===== config.mk =====
export PLATFORM = sky130hd
export DESIGN_NAME = alu8_exec
export DESIGN_NICKNAME = d
export VERILOG_FILES = /design/src/rtl/alu8_pkg.sv /design/src/rtl/alu8_regfile.sv /design/src/rtl/alu8_arith.sv /design/src/rtl/alu8_status.sv /design/src/rtl/alu8_exec.sv
export SDC_FILE = /design/constraint.sdc
export NUM_CORES = 1
export LEC_CHECK = 0
export BUFFER_PORTS_ARGS = -buffer_cell sky130_fd_sc_hd__buf_2
export CAP_MARGIN = 30
export CORE_ASPECT_RATIO = 1.4
export CORE_MARGIN = 2
export CORE_UTILIZATION = 35
export CTS_BUF_LIST = sky130_fd_sc_hd__clkbuf_4 sky130_fd_sc_hd__clkbuf_8
export DETAILED_ROUTE_END_ITERATION = 16
export PLACE_DENSITY = 0.61
export SYNTH_ARGS = -nofsm -noshare
export SYNTH_HDL_FRONTEND = slang
export SYNTH_SLANG_ARGS = --single-unit

===== constraint.sdc =====
create_clock -name clk -period 12.6 [get_ports clk]
set_input_delay 1.26 -clock clk [delete_from_list [all_inputs] [get_ports clk]]
set_output_delay 1.26 -clock clk [all_outputs]
set_load 0.1 [all_outputs]

===== src/rtl/alu8_pkg.sv =====
package alu8_pkg;
  localparam int FLAG_C = 0;
  localparam int FLAG_Z = 1;
  localparam int FLAG_N = 2;
  localparam int FLAG_V = 3;
  localparam int FLAG_S = 4;
  localparam int FLAG_H = 5;
  localparam int FLAG_T = 6;
  localparam int FLAG_I = 7;

  typedef enum logic [2:0] {
    OPC_LOADK = 3'd0,
    OPC_COPY  = 3'd1,
    OPC_ADD   = 3'd2,
    OPC_SUB   = 3'd3,
    OPC_INC   = 3'd4,
    OPC_DEC   = 3'd5,
    OPC_AND   = 3'd6,
    OPC_NONE  = 3'd7
  } opc_e;

  typedef struct packed {
    logic h;
    logic s;
    logic v;
    logic n;
    logic z;
    logic c;
  } arith_flags_t;
endpackage


===== src/rtl/alu8_regfile.sv =====
module alu8_regfile #(
  parameter int DATA_W = 8,
  parameter int NREGS  = 32,
  localparam int AW    = $clog2(NREGS)
) (
  input  logic              clk,
  input  logic              rst,
  input  logic              we,
  input  logic [AW-1:0]     waddr,
  input  logic [DATA_W-1:0] wdata,
  input  logic [AW-1:0]     ra_addr,
  output logic [DATA_W-1:0] ra_data,
  input  logic [AW-1:0]     rb_addr,
  output logic [DATA_W-1:0] rb_data,
  input  logic [AW-1:0]     rc_addr,
  output logic [DATA_W-1:0] rc_data
);
  logic [DATA_W-1:0] regs_q [NREGS];

  for (genvar g = 0; g < NREGS; g++) begin : g_reg
    always_ff @(posedge clk) begin
      if (rst) regs_q[g] <= '0;
      else if (we && (waddr == AW'(g))) regs_q[g] <= wdata;
    end
  end

  assign ra_data = regs_q[ra_addr];
  assign rb_data = regs_q[rb_addr];
  assign rc_data = regs_q[rc_addr];

  // after reset the first read port sees zero
  assert_reset_zero_R1: assert property (@(posedge clk) rst |=> (ra_data == '0));
endmodule


===== src/rtl/alu8_arith.sv =====
module alu8_arith
  import alu8_pkg::*;
#(
  parameter int DATA_W = 8,
  localparam int HB    = DATA_W / 2,
  localparam int MSB   = DATA_W - 1
) (
  input  opc_e              opc,
  input  logic [DATA_W-1:0] a,
  input  logic [DATA_W-1:0] b,
  input  logic [DATA_W-1:0] imm,
  output logic [DATA_W-1:0] result,
  output arith_flags_t      flags,
  output logic              upd_znvs,
  output logic              upd_ch
);
  logic [DATA_W:0] add_w, sub_w;
  logic [HB:0]     add_lo;
  logic            v_raw;

  assign add_w  = {1'b0, a} + {1'b0, b};
  assign sub_w  = {1'b0, a} - {1'b0, b};
  assign add_lo = {1'b0, a[HB-1:0]} + {1'b0, b[HB-1:0]};

  always_comb begin
    result   = a;
    upd_znvs = 1'b0;
    upd_ch   = 1'b0;
    v_raw    = 1'b0;
    flags    = '0;
    case (opc)
      OPC_LOADK: result = imm;
      OPC_COPY:  result = b;
      OPC_ADD: begin
        result   = add_w[DATA_W-1:0];
        flags.c  = add_w[DATA_W];
        flags.h  = add_lo[HB];
        v_raw    = (a[MSB] == b[MSB]) && (add_w[MSB] != a[MSB]);
        upd_znvs = 1'b1;
        upd_ch   = 1'b1;
      end
      OPC_SUB: begin
        result   = sub_w[DATA_W-1:0];
        flags.c  = sub_w[DATA_W];
        flags.h  = (a[HB-1:0] < b[HB-1:0]);
        v_raw    = (a[MSB] != b[MSB]) && (sub_w[MSB] != a[MSB]);
        upd_znvs = 1'b1;
        upd_ch   = 1'b1;
      end
      OPC_INC: begin
        result   = a + 1'b1;
        v_raw    = (a == {1'b0, {(DATA_W-1){1'b1}}});
        upd_znvs = 1'b1;
      end
      OPC_DEC: begin
        result   = a - 1'b1;
        v_raw    = (a == {1'b1, {(DATA_W-1){1'b0}}});
        upd_znvs = 1'b1;
      end
      OPC_AND: begin
        result   = a & b;
        upd_znvs = 1'b1;
      end
      default: result = a;
    endcase
    flags.v = v_raw;
    flags.n = result[MSB];
    flags.z = (result == '0);
    flags.s = result[MSB] ^ v_raw;
  end
endmodule


===== src/rtl/alu8_status.sv =====
module alu8_status
  import alu8_pkg::*;
#(
  parameter int DATA_W = 8
) (
  input  logic              clk,
  input  logic              rst,
  input  logic              upd_znvs,
  input  logic              upd_ch,
  input  arith_flags_t      flags,
  output logic [DATA_W-1:0] q
);
  always_ff @(posedge clk) begin
    if (rst) q <= '0;
    else begin
      if (upd_znvs) begin
        q[FLAG_S] <= flags.s;
        q[FLAG_V] <= flags.v;
        q[FLAG_N] <= flags.n;
        q[FLAG_Z] <= flags.z;
      end
      if (upd_ch) begin
        q[FLAG_H] <= flags.h;
        q[FLAG_C] <= flags.c;
      end
    end
  end

  assert_reset_clear_R1: assert property (@(posedge clk) rst |=> (q == '0));
  assert_sign_rule_R9: assert property (@(posedge clk) disable iff (rst)
    q[FLAG_S] == (q[FLAG_N] ^ q[FLAG_V]));
  assert_it_hold_R9: assert property (@(posedge clk) disable iff (rst)
    !rst |=> $stable(q[FLAG_I:FLAG_T]));
endmodule


===== src/rtl/alu8_exec.sv =====
module alu8_exec
  import alu8_pkg::*;
#(
  parameter int DATA_W = 8,
  parameter int NREGS  = 32,
  localparam int AW    = $clog2(NREGS),
  localparam int LOADK_MIN = NREGS / 2
) (
  input  logic              clk,
  input  logic              rst,
  input  logic              op_valid,
  output logic              op_ready,
  input  logic [2:0]        op_code,
  input  logic [AW-1:0]     op_dst,
  input  logic [AW-1:0]     op_src,
  input  logic [DATA_W-1:0] op_imm,
  input  logic [AW-1:0]     peek_addr,
  output logic [DATA_W-1:0] peek_data,
  output logic [DATA_W-1:0] status
);
  opc_e              opc;
  logic              fire, wr_en, upd_znvs, upd_ch;
  logic [DATA_W-1:0] dst_val, src_val, result;
  arith_flags_t      flags;

  assign opc      = opc_e'(op_code);
  assign op_ready = !rst;
  assign fire     = op_valid && op_ready;

  always_comb begin
    case (opc)
      OPC_LOADK: wr_en = fire && (int'(op_dst) >= LOADK_MIN);
      OPC_NONE:  wr_en = 1'b0;
      default:   wr_en = fire;
    endcase
  end

  alu8_regfile #(.DATA_W(DATA_W), .NREGS(NREGS)) rf_i (
    .clk(clk), .rst(rst), .we(wr_en), .waddr(op_dst), .wdata(result),
    .ra_addr(op_dst), .ra_data(dst_val),
    .rb_addr(op_src), .rb_data(src_val),
    .rc_addr(peek_addr), .rc_data(peek_data)
  );

  alu8_arith #(.DATA_W(DATA_W)) arith_i (
    .opc(opc), .a(dst_val), .b(src_val), .imm(op_imm),
    .result(result), .flags(flags), .upd_znvs(upd_znvs), .upd_ch(upd_ch)
  );

  alu8_status #(.DATA_W(DATA_W)) st_i (
    .clk(clk), .rst(rst), .upd_znvs(upd_znvs && fire),
    .upd_ch(upd_ch && fire), .flags(flags), .q(status)
  );

  assert_no_flag_change_R4: assert property (@(posedge clk) disable iff (rst)
    (!fire || opc == OPC_LOADK || opc == OPC_COPY || opc == OPC_NONE) |=> $stable(status));
  assert_ch_kept_R7: assert property (@(posedge clk) disable iff (rst)
    (fire && (opc == OPC_INC || opc == OPC_DEC || opc == OPC_AND))
    |=> $stable({status[FLAG_H], status[FLAG_C]}));
  assert_and_clears_v_R8: assert property (@(posedge clk) disable iff (rst)
    (fire && opc == OPC_AND) |=> !status[FLAG_V]);
  assert_inc_overflow_R7: assert property (@(posedge clk) disable iff (rst)
    (fire && opc == OPC_INC && dst_val == {1'b0, {(DATA_W-1){1'b1}}}) |=> status[FLAG_V]);
  assert_low_loadk_ignored_R3: assert property (@(posedge clk) disable iff (rst)
    (fire && opc == OPC_LOADK && int'(op_dst) < LOADK_MIN && peek_addr == op_dst)
    ##1 $stable(peek_addr) |-> $stable(peek_data));
endmodule


Yosys cells after proc, flatten, opt, wreduce, memory -nomap -nowiden
Memories as Yosys holds them, arrays and structs flattened.
Index checks and enable logic that the tools add are counted.
{"block": "totals", "in_bits": 29, "ramBits": 256, "wordCells": 269, "n_memories": 1, "ff_bits": 6}
{"memory": "rf_i.regs_q", "depth": 32, "word_bits": 8, "read_ports": 3, "rd_clocked_by_memory_dff": 0, "write_ports": 32, "line_no": "alu8_regfile.sv:18", "source": "logic [DATA_W-1:0] regs_q [NREGS];"}
{"block": "op_classes", "muxes": 137, "magnitude_cmp": 2, "add_sub_neg": 5, "n_bitwise": 34, "eq_ne": 44, "reduce_logical": 44}
{"op": "8-bit 2-to-1 mux", "n": 32}
{"op": "1-bit 2-to-1 mux", "n": 100}
{"op": "5-bit == test, second input constant", "n": 16}
{"op": "8-bit case mux with 7 select lines", "n": 1}
{"op": "5-bit by 4-bit == test with 1-bit output, second input constant", "n": 8}
{"op": "1-bit logical AND", "n": 38}
{"op": "1-bit bitwise OR", "n": 32}
{"op": "5-bit by 3-bit == test with 1-bit output, second input constant", "n": 4}
{"op": "3-bit == test, second input constant", "n": 4}
{"op": "5-bit by 2-bit == test with 1-bit output, second input constant", "n": 2}
{"op": "8-bit by 8-bit adder with 9-bit output", "n": 1}
{"op": "8-bit by 8-bit subtractor with 9-bit output", "n": 1}
{"op": "8-bit by 1-bit adder with 8-bit output, second input constant", "n": 1}
{"op": "8-bit AND", "n": 1}
{"op": "8-bit by 7-bit == test with 1-bit output, second input constant", "n": 1}
{"op": "8-bit == test, second input constant", "n": 1}
{"op": "8-bit zero test", "n": 1}
{"op": "8-bit by 1-bit subtractor with 8-bit output, second input constant", "n": 1}
{"op": "3-bit by 2-bit == test with 1-bit output, second input constant", "n": 2}
{"op": "1-bit case mux with 2 select lines", "n": 3}
{"op": "4-bit by 4-bit adder with 5-bit output", "n": 1}
{"op": "5-bit by 1-bit == test with 1-bit output, second input constant", "n": 1}
{"op": "5-bit >= comparator, second input constant", "n": 1}
{"op": "5-bit zero test", "n": 1}
{"op": "10 further kinds", "n": 12}

Longest topological paths before layout
Gate-level depths: netlist of the first run.
{"block": "logic_depth", "depth_word": 9, "depth_mapped": 21, "ltp_nobuf": 16}

By module
Synthesis of the first run repeated with hierarchy kept, for this count alone.
{"block": "hier_totals", "cells_unflattened": 1226, "hier_area_um2": 17869.6}
{"module": "alu8_regfile", "cells_each": 965, "seq_area_each_um2": 7687.4, "n_inst": 1, "area_each_um2": 16002.8}
{"module": "alu8_arith", "cells_each": 233, "seq_area_each_um2": 0.0, "n_inst": 1, "area_each_um2": 1602.8}
{"module": "alu8_status", "cells_each": 22, "seq_area_each_um2": 120.1, "n_inst": 1, "area_each_um2": 226.5}
{"module": "alu8_exec", "cells_each": 6, "seq_area_each_um2": 0.0, "n_inst": 1, "area_each_um2": 37.5}

Worst setup path after synthesis of the first run
Ideal clock, no wire load.
{"block": "synth_timing", "path_type": "input to register", "start": "input port op_dst[1]", "end": "memory rf_i.regs_q[10][7], data pin", "t_arrival_ns": 5.092, "required_ns": 12.339, "path_slack_ns": 7.247, "path_stages": 18, "cell_sequence": "buf_6 > buf_6 > buf_2 > buf_2 > mux4_2 > mux4_2 > mux2_2 > ha_1 > a21oi_1 > o21ai_0 > a311o_1 > o31a_1 > a21oi_1 > xor2_1 > o221ai_2 > o21ai_2 > buf_6 > nor2_1"}
{"item": "from (decl)", "line_no": "alu8_exec.sv:14", "source": "input logic [AW-1:0] op_dst,"}
{"item": "to (decl)", "line_no": "alu8_regfile.sv:18"}

==> results.toml, run 1 <==
[outcome]
status = "complete, no violations"

[floorplanning]
core_area_um2 = 48800
placementRows = 96
initial_core_util_pct = 35.3
die_y_um = 266
io_pins = 46
die_x_um = 191
die_area_um2 = 51000

[timing]
clock.fmax_mhz = 154
slew_viol_final = 0
final-hold-violation-count = 0
fin_skew_ns = 0.0137
setup_viol = 0
rsz0062_at_grt = "no"
fin_crit_sh_pct = 51.4
maxSlewHeadroom_pct = 24.8
fin_crit_ns = 6.48
worstMarginPinSlew_ns = 1.13
setup_tns_ns = 0

[critical_path]
rr_endpoint = "rf_i.regs_q[9][4]"
crit_start = "op_src[1]"
cp.depth = 18
cp_slowest_cell = "buf_4"
cp.required_ns = 12.92
worstSetupStartpointType = "primary input"
worst_path_largest_cell_delay_ns = 0.62
path_common_cell = "buf_4"
r2r_slack_ns = 7.64
crit_arrival_ns = 6.80
crit_end = "rf_i.regs_q[9][4]"
reg2reg_from = "rf_i.regs_q[14][0]"
cp_top_family = "buffers and inverters"
r2r_cells = 16
worstSetupPathType = "in2reg"
worstPathMaxFanout = 48
critPathBufInv = 3
cp-end-kind = "flop"
crit_chain = "buf_4 -> buf_4 -> mux4_2 -> mux2i_1 -> nor3_1 -> or3_1 -> ha_1 -> fa_1 -> nand2b_1 -> a21oi_1 -> or3_1 -> o21ai_0 -> xor2_1 -> a21oi_1 -> o21ai_0 -> nand2_1 -> buf_4 -> nor2_1"

[global_routing]
use_met1_pct = 28.4
grt_pass1_wl_mm = 86.4
grt_max_degree = 65
gr-usage-met3_pct = 4.56
grtUsageTotal_pct = 23.7
antenna_found_initial = 5
grt-ovfl-total = 0
grt.busiest_layer = "met2"
grt_pass1_vias = 12300
use_met2_pct = 38.1

[worst_hold_path]
hold_class = "reg2reg"

[synthesis]
ys_seq_area_share_pct = 45.3
synth_cell_types = 78
syn-cell-area_um2 = 17200
yosys_warnings = 0
synth_ff_type = "edfxtp_1"
syn_area_per_cell_um2 = 13.2
synth_seq_cells = 262
synthCells = 1308
async_reset_ff_share_pct = 0
synth-edff-count = 256

[clock_tree]
cts_made_buffers = 41
clk_pin_slew_ns = 0.07
cts_sinks = 262
cts_max_level = 2
cts.repair.resized = 0
post_cts_buffers = 0
hold_buffers = 0
insertion_delay_ns = 0.59
cts_buffer_depth = 3
tritoncts = "yes"
root_buffer = "clkbuf_8"

[routing]
drtAntennaViolNets = 0
num_vias = 12600
route.detailed.drc = 0
vias_per_cell = 6.35
first_pass_iters = 6
drt_wl_total_mm = 59.9
drtIter0Drc = 1462
wl_per_cell_um = 30.2

[finish]
final_cell_mix = "296 x nor2_1, 256 x edfxtp_1, 202 x mux4_2"
synthToLayoutAreaGrowth_pct = 8.47
layout.nets = 1370
layout_commonest_cell = "nor2_1"
drive_gt1_share_pct = 27.1

[power_and_ir_drop]
powerDensity_nw_per_um2 = 125
leakagePower_nw = 6.52
peakVddDrop_v = 0.0000649
p_total_w = 0.00234

[placement]
gp_congestion = 0.978
hpwl_mm = 43.1
port_buffers = 43

[run]
max_cap_viol_count = 0
-- cell usage after synthesis (all sizes together) (9+ instances only) --
cell type	count	area share (%)
ha	23	1.7
nor3	11	0.32
nand2b	13	0.47
mux4	202	26
mux2	19	1.3
inv	22	0.48
nor2	296	6.5
mux2i	53	3.1
buf	74	2.9
nand3	10	0.32
edfxtp	256	45
a221oi	9	0.60
o21ai	28	0.88
nand2	100	2.2
a21oi	26	0.76
clkbuf	30	0.65
a22oi	9	0.39
nor2b	12	0.44
-- cell families (layout without fill, tap and decap cells) --
| logic type | Yosys count | count (layout) | share of synthesized area [%] |
|---|---|---|---|
| other cells | 1 | 5 | 0.0218 |
| mux | 274 | 274 | 30.8 |
| simple gates | 466 | 466 | 11.2 |
| compound gates | 137 | 137 | 5.91 |
| flops | 262 | 262 | 45.3 |
| xor+xnor | 13 | 13 | 0.661 |
| fa+ha+maj | 26 | 26 | 2.02 |
| buf+inv | 129 | 162 | 4.12 |
-- tightest hold or removal path: cells and delay by family (launching register included) --
family | cells | cell delay [ns]
flops | 1 | 0.31
compound gates | 1 | 0.11
simple gates | 1 | 0.05
-- worst min-delay path by stage --
stage | cells past startpoint | startpoint | slack (ns) | endpoint
2_1_floorplan | 2 | st_i.q[3] | 0.93 | st_i.q[3]
4_1_cts | 2 | st_i.q[0] | 0.51 | st_i.q[0]
3_3_place_gp | 2 | st_i.q[0] | 0.50 | st_i.q[0]
3_5_place_dp | 2 | st_i.q[0] | 0.50 | st_i.q[0]
6_report | 2 | st_i.q[0] | 0.51 | st_i.q[0]
5_1_grt | 2 | st_i.q[0] | 0.55 | st_i.q[0]
-- registers in the layout, indices dropped and copies added, names as in the netlist --
register     count
rf_i.regs_q    256
st_i.q           6
-- per-stage QoR --
| step | setup slack (ns) | cells | hold WS [ns] | utilization [%] | instance area (um2) |
|---|---|---|---|---|---|
| after floorplan | 7.25 | 1309 | 0.926 | - | 17200 |
| after global placement | 5.66 | 1907 | 0.501 | 36.6 | 17800 |
| after detailed placement | 5.60 | 1908 | 0.496 | 36.6 | 17800 |
| after CTS | 6.20 | 1978 | 0.509 | 38.2 | 18600 |
| after global routing | 5.95 | 1980 | 0.548 | 38.3 | 18700 |
| final | 6.12 | 1982 | 0.514 | 38.3 | 18700 |
-- metal layers --
| layer | vias up | routed length (um) |
|---|---|---|
| met1 | 6426 | 20800 |
| met4 | 6 | 4690 |
| met3 | 209 | 5520 |
| met5 | - | 35 |
| met2 | 830 | 28800 |
| li1 | 5115 | - |
-- cell type report --
class | count | area (um2)
Tap cell | 637 | 797
Inverter | 25 | 93.8
Antenna cell | 3 | 7.51
Timing Repair Buffer | 67 | 425
Sequential cell | 262 | 7810
Fill cell | 4648 | 30100
Clock inverter | 21 | 176
Multi-Input combinational cell | 918 | 8750
Clock buffer | 49 | 624
-- report_power, final --
part,total [W],switching [W],internal (W)
clock,0.000741,0.000351,0.000389
combinational,0.000580,0.000382,0.000198
sequential,0.00102,0.0000285,0.000989
Power figures use the tool's default switching activity.
==> run 2: changes to the inputs <==
Clock period 12.6 ns to 6 ns, I/O delays scaled along.
==> run 2 against run 1 <==
First-iteration DRC count grew 6.3%. Sequential cell count is the same. Sequential power up 110%. Core utilization up 0.81 points. Clock skew rose by 0.033 ns. Combinational power up 120%. Final cell count rose by 1.4%. Worst hold slack lost 0.24 ns. Die area unchanged. Critical path depth is the same. Register-to-register slack worse by 6.4 ns. Clock power is 140% higher. Critical path type unchanged. Largest cell class unchanged.
==> results.toml, run 2 (same netlist as run 1, synthesis figures left out) <==
[run]
max_cap_viol_count = 0

[global_routing]
grt_max_degree = 65
grt_pass1_vias = 12300
grt_pass1_wl_mm = 85.3
grt-ovfl-total = 0
antenna_found_initial = 2
grtUsageTotal_pct = 23.2

[timing]
fin_skew_ns = 0.0463
slew_viol_final = 0
setup_tns_ns = 0
fin_crit_sh_pct = 85.1
setup_viol = 0
final-hold-violation-count = 0
clock.fmax_mhz = 196
fin_ws_ns = 0.896
rsz0062_at_grt = "no"
fin_crit_ns = 5.10
maxSlewHeadroom_pct = 41.6
worstMarginPinSlew_ns = 0.876

[critical_path]
crit_chain = "buf_4 -> buf_4 -> mux4_2 -> mux2i_1 -> a22oi_1 -> nand2_1 -> inv_1 -> fa_1 -> a21o_1 -> a21oi_1 -> or4bb_1 -> o311a_1 -> a31oi_1 -> a221oi_1 -> a21oi_1 -> o21ai_2 -> buf_12 -> nor2_1"
worstPathMaxFanout = 33
r2r_slack_ns = 1.25
crit_arrival_ns = 5.40
cp.required_ns = 6.30
cp-end-kind = "flop"
cp_slowest_cell = "buf_4"
r2r_cells = 16
worstSetupStartpointType = "primary input"
rr_endpoint = "rf_i.regs_q[25][4]"
worst_path_largest_cell_delay_ns = 0.55
reg2reg_from = "rf_i.regs_q[12][0]"
worstSetupPathType = "in2reg"

[clock_tree]
cts_sinks = 262
cts_max_level = 2
tritoncts = "yes"
clk_pin_slew_ns = 0.07
hold_buffers = 0
insertion_delay_ns = 0.60
cts_made_buffers = 43
cts.repair.resized = 0
post_cts_buffers = 0
cts_buffer_depth = 3
root_buffer = "clkbuf_8"

[floorplanning]
initial_core_util_pct = 35.3
placementRows = 96
io_pins = 46
die_area_um2 = 51000
die_y_um = 266
die_x_um = 191
core_area_um2 = 48800

[routing]
met3_wirelength_mm = 4.79
wl_met2_mm = 29.6
num_vias = 12500
met1_length_mm = 20.9
drtAntennaViolNets = 0
first_pass_iters = 7
drtIter0Drc = 1554
drt_wl_total_mm = 59.0
dr.max_layer_used = "met5"
wl_per_cell_um = 29.3
route.detailed.drc = 0
vias_per_cell = 6.21

[finish]
layout.nets = 1394
synthToLayoutAreaGrowth_pct = 10.8
reg_top3 = "rf_i.regs_q (256), st_i.q (6)"
drive_gt1_share_pct = 29.0
largest_reg_flops = 256
final_cell_mix = "296 x nor2_1, 256 x edfxtp_1, 202 x mux4_2"
regMostFlops = "rf_i.regs_q"
layout_commonest_cell = "nor2_1"

[placement]
gp_congestion = 0.980
hpwl_mm = 43.0
place_ws_ns = 0.507
port_buffers = 43

[power_and_ir_drop]
powerDensity_nw_per_um2 = 271
peakVddDrop_v = 0.000130
leakagePower_nw = 6.74

[worst_hold_path]
hold_depth = 2
hold_end = "st_i.q[3]"
hold_class = "in2reg"
hold_start = "rst"

[outcome]
status = "complete, no violations"
## run 2: routing by layer
metal,track usage (%),up-vias
met1,28.4,6365
li1,-,5166
met2,39.7,783
met3,3.42,157
met4,12.1,2
met5,0,-
## run 2: metrics by stage
stage	power, W	std cells	utilization, %	cell area [um2]	hold slack (ns)
2_1_floorplan	0.00300	1309	-	17200	0.672
3_3_place_gp	0.00339	1929	37.1	18100	0.494
3_5_place_dp	0.00340	1929	37.1	18100	0.499
4_1_cts	0.00516	2006	39.0	19000	0.252
5_1_grt	0.00531	2009	39.1	19100	0.278
6_report	0.00516	2009	39.1	19100	0.272
## run 2: cell type report
| cell class | count | area, um2 |
|---|---|---|
| diodes | 1 | 2.50 |
| inverters | 25 | 93.8 |
| fillers | 4640 | 29700 |
| clock buffers | 54 | 674 |
| flip-flops and latches | 262 | 7810 |
| well taps | 637 | 797 |
| clock inverters | 23 | 264 |
| repair buffers | 89 | 688 |
| multi-input cells | 918 | 8750 |
## run 2: how the worst max path moves through the flow
stage,startpoint,to,cells after the start
after detailed placement,op_dst[0],rf_i.regs_q[0][6],18
after global placement,op_dst[0],rf_i.regs_q[13][6],15
after floorplan,op_dst[1],rf_i.regs_q[12][7],18
after global routing,op_dst[0],rf_i.regs_q[18][6],18
final,op_dst[0],rf_i.regs_q[27][6],18
after CTS,op_dst[0],rf_i.regs_q[27][6],18
## run 2: power breakdown
group          switching [W]  internal (W)
combinational       0.000796      0.000454
clock               0.000779       0.00100
sequential         0.0000583       0.00208
## run 2: critical path, delay by kind of cell
kind,cells,cell delay [ns]
buffers and inverters,4,1.40
adders and majority gates,1,0.46
and+or+nand+nor,3,0.44
AOI/OAI and AO/OA,8,1.68
muxes,2,0.69
==> run 3: changes to the inputs <==
Settings changed: GPL_TIMING_DRIVEN set to 0.
Clock period 6 ns to 6.6 ns, I/O delays scaled along.
==> run 3 against run 2 <==
Non-clock buffer count increased by 58. Global-route usage increased by 7.1 points. Total power decreased by 11%. Die area unchanged. Critical endpoint is now rf_i.regs_q[20][5].
==> results.toml, run 3 (same netlist as run 1, synthesis figures left out) <==
[clock_tree]
cts.repair.resized = 0
tritoncts = "yes"
cts_sinks = 262
cts_made_buffers = 42
hold_buffers = 0
insertion_delay_ns = 0.62
clk_pin_slew_ns = 0.07
post_cts_buffers = 0
root_buffer = "clkbuf_8"
cts_max_level = 2
cts_buffer_depth = 3

[power_and_ir_drop]
powerDensity_nw_per_um2 = 239
peakVddDrop_v = 0.000128
leakagePower_nw = 6.75

[finish]
layout_commonest_cell = "nor2_1"
regMostFlops = "rf_i.regs_q"
synthToLayoutAreaGrowth_pct = 11.2
final_cells = 2064
largest_reg_flops = 256
layout.nets = 1451
final_cell_mix = "296 x nor2_1, 256 x edfxtp_1, 202 x mux4_2"
reg_top3 = "rf_i.regs_q (256), st_i.q (6)"
drive_gt1_share_pct = 28.1
nFillCells = 4751
fin_util_pct = 39.3

[global_routing]
grt_pass1_vias = 13400
antenna_found_initial = 2
grt-ovfl-total = 0
grt_max_degree = 12
grt_pass1_wl_mm = 105
grtUsageTotal_pct = 30.4

[timing]
fin_crit_ns = 6.39
final-hold-violation-count = 0
setup_viol = 0
clock.fmax_mhz = 157
fin_skew_ns = 0.0303
slew_viol_final = 0
maxSlewHeadroom_pct = 28.7
worstMarginPinSlew_ns = 1.07
fin_crit_sh_pct = 96.8
rsz0062_at_grt = "no"

[placement]
port_buffers = 30
dp_cells = 1989
gp_congestion = 1.03
hpwl_mm = 58.2

[floorplanning]
die_area_um2 = 51000
die_x_um = 191
die_y_um = 266
initial_core_util_pct = 35.3
io_pins = 46
placementRows = 96
core_area_um2 = 48800

[routing]
route.detailed.drc = 0
drt_wl_total_mm = 76.4
wl_per_cell_um = 37.0
drtIter0Drc = 1949
vias_per_cell = 6.52
drtAntennaViolNets = 0
first_pass_iters = 6
num_vias = 13500

[critical_path]
worstSetupPathType = "in2reg"
cp.required_ns = 6.93
reg2reg_from = "rf_i.regs_q[27][2]"
cp-end-kind = "flop"
worstPathMaxFanout = 10
crit_arrival_ns = 6.72
worstSetupStartpointType = "primary input"
crit_start = "op_src[1]"

[worst_hold_path]
hold_start = "rst"
hold_class = "in2reg"

[run]
max_cap_viol_count = 0

[outcome]
status = "complete, no violations"
-- run 3: where the power goes --
group / switching (W) / internal, W / leakage, nW
combinational: 0.000814 / 0.000416 / 3.65
sequential: 0.0000593 / 0.00189 / 2.70
clock: 0.000720 / 0.000674 / 0.401
-- run 3: final cells by class --
| type | instances | area, um2 | share of cell area [%] |
|---|---|---|---|
| Clock inverter | 26 | 159 | 0.830 |
| Clock buffer | 48 | 623 | 3.25 |
| Buffer | 104 | 616 | 3.22 |
| Antenna cell | 1 | 2.50 | 0.0131 |
| Multi-Input combinational cell | 918 | 8710 | 45.5 |
| Sequential cell | 262 | 7810 | 40.8 |
| Inverter | 25 | 93.8 | 0.490 |
| Tap cell | 637 | 797 | 4.16 |
| Timing Repair Buffer | 43 | 337 | 1.76 |
-- run 3: metal layers --
layer | vias to the layer above | wire, um | track usage, %
met2 | 987 | 36100 | 49.3
met5 | - | 11 | 0
met1 | 6906 | 25900 | 34.6
met3 | 283 | 6550 | 5.83
met4 | 2 | 7810 | 25.3
li1 | 5277 | - | -
-- run 3: per-stage QoR --
stage / setup slack (ns) / total power (W) / area [um2] / hold WS [ns] / setup TNS, ns
2_1_floorplan: 1.85 / 0.00273 / 17200 / 0.732 / 0
3_3_place_gp: -0.180 / 0.00316 / 18200 / 0.499 / -9.35
3_5_place_dp: -0.175 / 0.00318 / 18400 / 0.498 / -6.05
4_1_cts: 0.450 / 0.00453 / 19100 / 0.277 / 0
5_1_grt: 0.271 / 0.00467 / 19100 / 0.302 / 0
6_report: 0.213 / 0.00457 / 19100 / 0.274 / 0
-- run 3: critical path: stages --
cell      delay [ns]
buf_4           0.22
buf_2           0.43
buf_4           0.34
buf_4           0.37
mux2i_1         0.56
a221oi_1        0.23
a22oi_1         0.20
o21ai_0         0.13
o21ai_0         0.80
ha_1            0.46
and2_1          0.20
a311o_1         0.39
a32oi_1         0.20
xor2_1          0.18
o21ai_0         0.16
a221oi_4        0.84
buf_6           0.26
nor2_1          0.06
-- run 3: final timing paths --
path | slack (ns) | cells past startpoint | endpoint
max | 0.21 | 18 | rf_i.regs_q[20][5]
min | 0.27 | 2 | st_i.q[3]
max reg2reg | 1.10 | 13 | rf_i.regs_q[20][5]
min reg2reg | 0.50 | 2 | st_i.q[3]
